<file path="config.mk">
export PLATFORM = sky130hd
export DESIGN_NAME = sample_interleaver
export DESIGN_NICKNAME = d
export VERILOG_FILES = /design/src/rtl/si_pkg.sv /design/src/rtl/code_shaper.sv /design/src/rtl/lane_phase.sv /design/src/rtl/lane_router.sv /design/src/rtl/sample_interleaver.sv
export SDC_FILE = /design/constraint.sdc
export NUM_CORES = 1
export LEC_CHECK = 0
export BUFFER_PORTS_ARGS = -buffer_cell sky130_fd_sc_hd__buf_2
export CAP_MARGIN = 20
export CORE_ASPECT_RATIO = 1.4
export CORE_MARGIN = 8
export CORE_UTILIZATION = 53
export CTS_CLUSTER_DIAMETER = 200
export DETAILED_ROUTE_END_ITERATION = 8
export GPL_TIMING_DRIVEN = 1
export PLACE_DENSITY = 0.76
export SLEW_MARGIN = 10
export SYNTH_ARGS = -nofsm -noshare
export SYNTH_HDL_FRONTEND = slang
export SYNTH_SLANG_ARGS = --single-unit
</file>
<file path="constraint.sdc">
create_clock -name clk -period 1.3 [get_ports clk]
set_input_delay 0.26 -clock clk [delete_from_list [all_inputs] [get_ports clk]]
set_output_delay 0.26 -clock clk [all_outputs]
set_load 0.05 [all_outputs]
</file>
<file path="src/rtl/si_pkg.sv">
package si_pkg;

    // Which output port the sample held in the polarity stage belongs to.
    typedef enum logic {
        LANE_FIRST  = 1'b0,
        LANE_SECOND = 1'b1
    } lane_e;

    localparam int DEF_CODE_W = 8;

endpackage

</file>
<file path="src/rtl/code_shaper.sv">
module code_shaper #(
    parameter int CODE_W = si_pkg::DEF_CODE_W
) (
    input  logic              clk,
    input  logic              rst_n,
    input  logic [CODE_W-1:0] raw_code,
    input  logic              pol_true,
    output logic [CODE_W-1:0] code_q
);
    typedef struct packed {
        logic [CODE_W-1:0] code;
    } shaper_t;

    localparam logic [CODE_W-1:0] ALL_ONES = '1;

    shaper_t st_d, st_q;

    always_comb begin
        st_d = st_q;
        // Complement is an XOR with all ones when the true polarity is off.
        st_d.code = pol_true ? raw_code : (raw_code ^ ALL_ONES);
    end

    always_ff @(posedge clk or negedge rst_n) begin
        if (!rst_n) begin
            st_q <= '0;
        end else begin
            st_q <= st_d;
        end
    end

    assign code_q = st_q.code;

endmodule

</file>
<file path="src/rtl/lane_phase.sv">
module lane_phase (
    input  logic          clk,
    input  logic          rst_n,
    input  logic          split,
    input  logic          align_n,
    output si_pkg::lane_e lane_q,
    output logic          div_clk_q
);
    import si_pkg::*;

    typedef struct packed {
        lane_e lane;
        logic  div_clk;
    } phase_t;

    phase_t ph_d, ph_q;

    always_comb begin
        ph_d = ph_q;
        // Half-rate clock is high in the cycle after a first-lane capture.
        ph_d.div_clk = (ph_q.lane == LANE_FIRST);
        if (!align_n || !split) begin
            // Park on the second lane so the next split sample opens a pair.
            ph_d.lane = LANE_SECOND;
        end else if (ph_q.lane == LANE_FIRST) begin
            ph_d.lane = LANE_SECOND;
        end else begin
            ph_d.lane = LANE_FIRST;
        end
    end

    always_ff @(posedge clk or negedge rst_n) begin
        if (!rst_n) begin
            ph_q.lane    <= LANE_SECOND;
            ph_q.div_clk <= 1'b0;
        end else begin
            ph_q <= ph_d;
        end
    end

    assign lane_q    = ph_q.lane;
    assign div_clk_q = ph_q.div_clk;

endmodule

</file>
<file path="src/rtl/lane_router.sv">
module lane_router #(
    parameter int CODE_W = si_pkg::DEF_CODE_W
) (
    input  logic              clk,
    input  logic              rst_n,
    input  logic              split,
    input  si_pkg::lane_e     lane,
    input  logic [CODE_W-1:0] code,
    output logic [CODE_W-1:0] port1_q,
    output logic [CODE_W-1:0] port2_q
);
    import si_pkg::*;

    typedef struct packed {
        logic [CODE_W-1:0] hold;
        logic [CODE_W-1:0] p1;
        logic [CODE_W-1:0] p2;
    } route_t;

    route_t rt_d, rt_q;

    always_comb begin
        rt_d = rt_q;
        if (split) begin
            if (lane == LANE_FIRST) begin
                // Park the older sample until its partner arrives.
                rt_d.hold = code;
            end else begin
                rt_d.p1 = rt_q.hold;
                rt_d.p2 = code;
            end
        end else begin
            rt_d.p1 = code;
        end
    end

    always_ff @(posedge clk or negedge rst_n) begin
        if (!rst_n) begin
            rt_q <= '0;
        end else begin
            rt_q <= rt_d;
        end
    end

    assign port1_q = rt_q.p1;
    assign port2_q = rt_q.p2;

endmodule

</file>
<file path="src/rtl/sample_interleaver.sv">
module sample_interleaver #(
    parameter int CODE_W = si_pkg::DEF_CODE_W
) (
    input  logic              clk,
    input  logic              rst_n,
    input  logic [CODE_W-1:0] code_in,
    input  logic              pol_true,
    input  logic              mode_split,
    input  logic              div_align_n,
    output logic [CODE_W-1:0] port1_data,
    output logic [CODE_W-1:0] port2_data,
    output logic              clk_out
);
    import si_pkg::*;

    logic [CODE_W-1:0] shaped;
    lane_e             lane_sel;
    logic              div_clk;

    code_shaper #(.CODE_W(CODE_W)) u_shape (
        .clk      (clk),
        .rst_n    (rst_n),
        .raw_code (code_in),
        .pol_true (pol_true),
        .code_q   (shaped)
    );

    lane_phase u_phase (
        .clk       (clk),
        .rst_n     (rst_n),
        .split     (mode_split),
        .align_n   (div_align_n),
        .lane_q    (lane_sel),
        .div_clk_q (div_clk)
    );

    lane_router #(.CODE_W(CODE_W)) u_route (
        .clk     (clk),
        .rst_n   (rst_n),
        .split   (mode_split),
        .lane    (lane_sel),
        .code    (shaped),
        .port1_q (port1_data),
        .port2_q (port2_data)
    );

    // Straight mode forwards the inverted conversion clock.
    assign clk_out = mode_split ? div_clk : ~clk;

endmodule

</file>
Word level (Yosys, flattened, before mapping)
Index checks and enable logic that the tools add are counted. Widths: inputs -> output; s select.

Bits in registers: 34. Output and inout bits: 17. Logic and storage cells: 21.

Eq/ne operators: 1. Multiplexer cells: 6. Bitwise operators: 3. Reductions and logical operators: 5.

Operator list (count): $mux 16 (1); $mux 8 (2); $not 8->8 (1); $reduce_and 2->1 (2); $mux 1 (3); $logic_not 1->1 (2); $ne 2x1->1 const B (1); $not 1->1 (2); $logic_or 1x1->1 (1).

Logic depth before layout (Yosys ltp)
Gate-level depths: netlist (run 1).

Depth after elaboration: 3. Mapped depth: 4. Depth with buffers taken out: 2.

Modules after synthesis
Synthesis (run 1) repeated with hierarchy kept, for this count alone.

Cells, all modules: 109. Area, all modules: 1492.7 um^2.

By module, submodules not included: lane_router (instances 1, cells each 86, area an instance 1142.3 um^2, sequential area each 600.6 um^2); code_shaper (instances 1, cells each 17, area an instance 281.5 um^2, sequential area each 200.2 um^2); lane_phase (instances 1, cells each 4, area an instance 60.1 um^2, sequential area each 51.3 um^2); sample_interleaver (instances 1, cells each 2, area an instance 8.8 um^2, sequential area each 0.0 um^2).

==> qor.csv, run 1 <==
metric;value;unit
final antenna diode count;0;
final WL;2480;um
Post-Syn Area;1470;sq um
HPWL Detailed;1700;um
Slew Limit Fails;0;
hold slack;150;ps
WP data required;1630;ps
Rel. slew slack;63.2;%
worst skew pair latency;440;ps
CP max stage delay;560;ps
clk_skew;9.09;ps
Placed Cells;156;
die area;4740;sq um
worst min path class;in2reg;
critical path startpoint category;flop;
Leak;0.000907;uW
Layout area overhead;29.2;%
status;complete, but fails checks;
synthesized flop and latch total;34;
routed length per instance;13.7;um
Layout Nets;157;
CP max-delay cell;dfstp_2;
DIE WIDTH;60.5;um
final setup fails;10;
clock slew at reported path FFs;100;ps
final setup TNS;-530;ps
Cell variety after synth;17;
initial core utilization;55.6;%
crit path DAT;1700;ps
Syn. warnings;0;
die height;78.3;um
Seq/Total Area, Yosys;58.0;%
post-layout min period;1370;ps
worst-path cell chain;buf_4 > nand2_2 > mux2_2;
failing checks;negative setup slack;
final setup margin;-71.8;ps
CTS tree;built;
Antenna Nets Post-Route;0;
crit-path max FO;11;
row cnt;22;
drt drc;0;
Final Cycle Share;106;%
endpoints failing hold;0;
syn nets;122;
port bufs;29;
total power;3320;uW
vias in the first global route;949;
Non-Filler Instances;181;
RSZ-0062 raised after global routing;true;
FILL cells;204;
drt initial violations;6;
GPL Wtd Cong;0.771;
Worst Tran Pin Value;550;ps
via count;845;
worst setup path category;reg2reg;
Finished Cell Area;1900;sq um
total of max-cap violations;0;
maximum clock rate;729;MHz
initial antenna violation count;0;
via/cell ratio;4.67;
core area;2640;sq um
proportion of layout cells with a drive suffix above 1;46.2;%
Area after DPL;1550;sq um
GRT overflow;0;
largest net degree at the start of global routing;21;
internal reg-to-reg setup slack;-70;ps
total global-route track usage;12.6;%
worst vdd ir;1.15;mV
first-pass GRT wire length;4310;um
drt pass-1 iters;4;
Post-Syn Instances;109;
Top Ports;30;
nature of the critical path endpoint;flop;
PD cells;1750;nW/um^2
Avg Inst Size Synth;13.5;sq um
-- flip-flops by register name, indices dropped and copies added (netlist names) --
| register | cells |
|---|---|
| u_route.port1_q | 8 |
| u_route.port2_q | 8 |
| u_phase.lane_q | 1 |
| u_shape.code_q | 8 |
| u_route.rt_q | 8 |
| u_phase.div_clk_q | 1 |
-- cell usage in the layout (no fill, tap or decap), drive strengths merged --
master and n:
buf 37, dfrtp 33, mux2 16, dlygate4sd3 10, clkbuf 9, xnor2 8
mux2i 8, nor2 8, a21oi 8, nand2 2, o21ai 1, inv 1
nand3 1, nor2b 1, bufinv 1, dfstp 1
-- layer usage --
layer	track usage [%]	wire length, um	vias to the layer above	part of all wire, %
li1	-	-	419	-
met1	12.7	1020	390	41
met2	18.1	1140	28	46
met3	7.83	244	8	9.8
met4	9.84	75	0	3.0
met5	0	0	-	0
-- worst max-delay path: cells and delay by family, from the launching register on --
family        cells  cell delay, ps
buf+inv           1             210
flops             1             560
mux               1             310
simple gates      1             170
-- cells in the mapped netlist --
master	count	area (sq um)
xnor2_1	8	70.1
nor2_1	8	30.0
dfstp_2	1	26.3
mux2_4	8	120
mux2_2	8	90.1
buf_6	1	11.3
a21oi_1	8	40.0
inv_1	1	3.75
dfrtp_1	33	826
nor2b_1	1	6.26
nand2_1	1	3.75
mux2i_1	8	80.1
buf_2	2	10.0
o21ai_0	1	5.00
buf_4	18	135
nand3_1	1	5.00
nand2_2	1	6.26
-- metrics by stage --
stage / utilization (%) / setup slack, ps
4_1_cts: 69.7 / -89.4
6_report: 71.8 / -71.8
3_3_place_gp: 58.6 / -251
5_1_grt: 71.8 / -130
3_5_place_dp: 58.6 / -270
2_1_floorplan: - / 85.1
-- timing repair --
| action | 4_1_cts | 5_1_grt |
|---|---|---|
| gates resized for setup | 31 | 5 |
| setup endpoints to repair | 33 | 33 |
| endpoints found under the hold margin | 31 | 0 |
| buffers inserted | 0 | 5 |
| hold buffers | 10 | 0 |
| pin swaps | 1 | 0 |
-- where the power goes --
group / internal [uW] / switching [uW] / leakage (uW) / total, uW
Sequential: 1240 / 123 / 0.000397 / 1360
Combinational: 431 / 495 / 0.000445 / 926
Clock: 579 / 446 / 0.0000652 / 1020
Total: 2250 / 1060 / 0.000907 / 3320
-- cell type report --
class / instances / area, sq um / area share [%]
Multi-Input combinational cell: 53 / 473 / 24.9
Inverter: 1 / 3.75 / 0.198
Clock inverter: 1 / 30.0 / 1.58
Clock buffer: 10 / 81.3 / 4.28
Timing Repair Buffer: 46 / 413 / 21.8
Sequential cell: 34 / 852 / 44.9
Tap cell: 36 / 45.0 / 2.37
-- worst paths after layout --
| check | to | cells past startpoint | startpoint |
|---|---|---|---|
| min in group asynchronous | u_route.rt_q[16]$_DFFE_PN0P_ | 2 | rst_n |
| min reg2reg | u_route.rt_q[16]$_DFFE_PN0P_ | 1 | u_route.rt_q[16]$_DFFE_PN0P_ |
| max reg2reg | u_route.port2_q[4]$_DFFE_PN0P_ | 3 | u_phase.lane_q$_DFF_PN1_ |
| max in group asynchronous | u_route.rt_q[21]$_DFFE_PN0P_ | 3 | rst_n |
| min | u_shape.code_q[2]$_DFF_PN0_ | 2 | pol_true |
| max | u_route.port2_q[4]$_DFFE_PN0P_ | 3 | u_phase.lane_q$_DFF_PN1_ |
-- cells by family after synthesis --
kind of cell           share of synthesized area, %
AND/OR/NAND/NOR                                3.49
AO/OA/AOI/OAI                                  3.07
XOR/XNOR                                       4.77
buffers and inverters                          10.9
flip-flops                                     58.0
multiplexers                                   19.8
Power figures use the tool's default switching activity.
==> run 2, diff against run 1 <==
BUFFER_PORTS_ARGS = -buffer_cell sky130_fd_sc_hd__buf_4   (was -buffer_cell sky130_fd_sc_hd__buf_2)
==> qor.csv, run 2 (synthesis gave the netlist of run 1 again) <==
metric;value;unit
status;complete, but fails checks;
failing checks;negative setup slack;
GRT overflow;0;
largest net degree at the start of global routing;35;
Final Cycle Share;105;%
Worst Tran Pin Value;564;ps
DIE WIDTH;60.5;um
routed length per instance;13.6;um
port bufs;29;
crit-path max FO;11;
maximum clock rate;731;MHz
initial antenna violation count;0;
HPWL Detailed;1710;um
worst min path class;in2reg;
final setup TNS;-492;ps
total global-route track usage;12.0;%
final setup fails;9;
first-pass GRT wire length;4060;um
total of max-cap violations;0;
worst skew pair latency;420;ps
Finished Cell Area;1880;sq um
proportion of layout cells with a drive suffix above 1;45.5;%
clk_skew;7.21;ps
GPL Wtd Cong;0.719;
RSZ-0062 raised after global routing;true;
drt initial violations;4;
post-layout min period;1370;ps
via/cell ratio;4.74;
Top Ports;30;
final antenna diode count;0;
most frequent cells in the layout;dfrtp_1 (33), buf_4 (18), buf_6 (16), dlygate4sd3_1 (10);
PD cells;1650;nW/um^2
worst setup path category;reg2reg;
die height;78.3;um
core area;2640;sq um
Slew Limit Fails;0;
Layout area overhead;27.9;%
Antenna Nets Post-Route;0;
most common cell after layout, fill and taps aside;dfrtp_1;
nature of the critical path endpoint;flop;
final WL;2430;um
initial core utilization;55.6;%
vias in the first global route;874;
FILL cells;187;
Area after DPL;1600;sq um
crit path DAT;1680;ps
critical path startpoint category;flop;
worst vdd ir;1.20;mV
clock slew at reported path FFs;90;ps
WP data required;1610;ps
row cnt;22;
Leak;0.000894;uW
CTS tree;built;
Layout Nets;155;
hold slack;110;ps
via count;849;
drt drc;0;
final setup margin;-67.4;ps
endpoints failing hold;0;
die area;4740;sq um
drt pass-1 iters;2;
Rel. slew slack;62.2;%
final core utilization;71.1;%
-- run 2: worst max-delay path, stage by stage, from the launching register on --
cell     delay [ps]
dfstp_2         550
buf_4           210
nand2_2         170
mux2_2          310
-- run 2: final timing paths --
kind,startpoint,end,slack (ps),depth (start not counted)
setup / recovery,u_phase.lane_q$_DFF_PN1_,u_route.port2_q[0]$_DFFE_PN0P_,-70,3
hold / removal,pol_true,u_shape.code_q[5]$_DFF_PN0_,110,2
setup reg to reg,u_phase.lane_q$_DFF_PN1_,u_route.port2_q[0]$_DFFE_PN0P_,-70,3
hold reg to reg,u_shape.code_q[0]$_DFF_PN0_,u_route.rt_q[16]$_DFFE_PN0P_,520,1
max in group asynchronous,rst_n,u_phase.lane_q$_DFF_PN1_,680,2
min in group asynchronous,rst_n,u_route.rt_q[20]$_DFFE_PN0P_,300,2
-- run 2: per-stage QoR --
step,power [uW],cells,setup slack [ps]
after detailed placement,2300,155,-295
final,3100,179,-67.4
after floorplan,2140,109,85.1
after CTS,3050,175,-79.2
after global placement,2270,155,-301
after global routing,3280,179,-140
-- run 2: what timing repair did --
| action | 4_1_cts | 5_1_grt |
|---|---|---|
| gates resized for setup | 5 | 15 |
| buffers inserted | 0 | 4 |
| endpoints found under the setup margin | 18 | 33 |
| hold endpoints to repair | 42 | 0 |
| cloned | 0 | 0 |
| pin swaps | 1 | 0 |
| hold buffers | 10 | 0 |
-- run 2: where the power goes --
group	total [uW]	internal [uW]	switching, uW	leakage [uW]
Combinational	924	429	495	0.000441
Sequential	1370	1240	126	0.000397
Clock	809	394	415	0.0000562
Total	3100	2060	1040	0.000894
-- run 2: final cells by class --
type                    count  area (sq um)  share of cell area [%]
inverters                   1          3.75                   0.200
multi-input cells          53           473                    25.2
clock buffers              10          85.1                    4.53
flip-flops and latches     34           852                    45.3
clock inverters             1          5.00                   0.266
well taps                  36          45.0                    2.40
repair buffers             44           415                    22.1
-- run 2: routing by layer --
layer | vias up | part of all wire, % | global-route usage (%)
li1 | 414 | - | -
met1 | 401 | 41 | 12.0
met2 | 27 | 47 | 17.2
met3 | 7 | 9.2 | 8.16
met4 | 0 | 2.8 | 8.67
met5 | - | 0 | 0
==> run 3, diff against run 2 <==
CELL_PAD_IN_SITES_DETAIL_PLACEMENT = 2   (was default)
CELL_PAD_IN_SITES_GLOBAL_PLACEMENT = 2   (was default)
CORE_UTILIZATION = 36   (was 53)
PLACE_DENSITY = 0.77   (was 0.76)
==> qor.csv, run 3 (synthesis gave the netlist of run 1 again) <==
metric;value;unit
Layout Nets;146;
endpoints failing hold;0;
critical path startpoint category;clock port;
final core utilization;46.4;%
drt pass-1 iters;4;
drt drc;0;
Comb power frac;24.8;%
final setup margin;-25.7;ps
die area;6410;sq um
drt initial violations;24;
via/cell ratio;4.74;
worst skew pair latency;390;ps
Top Ports;30;
routed length per instance;17.1;um
register area;852;sq um
port bufs;29;
clk_skew;1.81;ps
failing checks;negative setup slack;
status;complete, but fails checks;
Antenna Nets Post-Route;0;
most frequent cells in the layout;buf_4 (33), dfrtp_1 (33), clkbuf_8 (10);
DIE WIDTH;70.0;um
CP max stage delay;170;ps
hold slack;19.9;ps
proportion of layout cells with a drive suffix above 1;49.3;%
Rel. slew slack;71.3;%
WP data required;1040;ps
Final Cycle Share;102;%
final setup fails;1;
die height;91.6;um
crit path DAT;1070;ps
Sw Ratio;32.0;%
CTS tree;built;
total global-route track usage;10.5;%
RSZ-0062 raised after global routing;true;
GRT overflow;0;
Seq pwr share;40.2;%
Layout area overhead;23.8;%
worst-path cell chain;clkbuf_8 > o21ai_4 > buf_6;
initial antenna violation count;0;
total of max-cap violations;0;
HPWL Detailed;2150;um
core area;3920;sq um
post-layout min period;1330;ps
internal reg-to-reg setup slack;80;ps
Slew Limit Fails;0;
CP max-delay cell;buf_6;
largest net degree at the start of global routing;35;
maximum clock rate;754;MHz
via count;839;
Power Internal;2300;uW
clock slew at reported path FFs;60;ps
FILL cells;386;
vias in the first global route;1034;
nature of the critical path endpoint;output pin;
PD cells;1860;nW/um^2
Worst Tran Pin Value;431;ps
GPL Wtd Cong;0.726;
final antenna diode count;0;
worst min path class;in2reg;
multi-input logic area;483;sq um
final WL;3020;um
Net Switching;1090;uW
initial core utilization;37.5;%
Clock power frac;35.0;%
worst setup path category;clk2out;
row cnt;27;
first-pass GRT wire length;5080;um
crit-path max FO;2;
Leak;0.000873;uW
worst vdd ir;1.01;mV
-- run 3: cell count changes in the layout (fill, tap and decap cells not counted), moves of 7 or more --
cell,delta
dlygate4sd3_1,-9
buf_6,-15
clkbuf_4,-7
buf_4,+15
clkbuf_8,+9
-- run 3: power groups by stage --
stage,Clock [uW],Sequential [uW],Combinational [uW]
final,1190,1360,840
after global routing,1270,1390,889
after CTS,1230,1370,846
after detailed placement,103,1380,839
after global placement,103,1370,813
after floorplan,78.7,1330,730
-- run 3: layout make-up --
type / count / area share [%]
clock buffer: 11 / 8.18
inverter: 1 / 0.206
multi-input combinational: 53 / 26.5
sequential: 34 / 46.8
tap: 43 / 2.96
timing repair buffer: 35 / 15.3
-- run 3: worst max-delay path, delay by kind of cell --
family | cells | cell delay (ps)
buf+inv | 2 | 280
compound gates | 1 | 130
-- run 3: routing by layer --
metal  global-route usage [%]  vias to the layer above  share of wire, %
met4                     9.24                        0               3.6
met5                        0                        -                 0
met3                     5.12                        8               5.9
li1                         -                      389                 -
met2                     16.1                       22                52
met1                     10.3                      420                39
-- run 3: path summary, 6_finish.rpt --
kind | start | end | cells past startpoint
setup / recovery | clk | clk_out | 3
hold / removal | div_align_n | u_phase.lane_q$_DFF_PN1_ | 2
setup reg to reg | u_phase.lane_q$_DFF_PN1_ | u_route.port2_q[1]$_DFFE_PN0P_ | 3
hold reg to reg | u_route.port2_q[3]$_DFFE_PN0P_ | u_route.port2_q[3]$_DFFE_PN0P_ | 1
max in group asynchronous | rst_n | u_phase.lane_q$_DFF_PN1_ | 2
min in group asynchronous | rst_n | u_route.port2_q[4]$_DFFE_PN0P_ | 2
-- run 3: what timing repair did --
item	CTS	global route
hold buffers	1	0
setup buffers	0	4
pin swaps	1	0
endpoints found under the setup margin	17	9
resized for setup	6	2
endpoints found under the hold margin	33	0
-- run 3: per-stage QoR --
stage | setup TNS [ps] | setup slack (ps) | instance area, sq um | power, uW | instances
floorplan | 0 | 85.1 | 1480 | 2140 | 109
global route | -54.2 | -54.2 | 1820 | 3550 | 177
finish | -25.7 | -25.7 | 1820 | 3390 | 177
detailed placement | -3050 | -314 | 1610 | 2320 | 162
global placement | -2370 | -249 | 1610 | 2290 | 162
CTS | -50.3 | -50.3 | 1780 | 3450 | 173
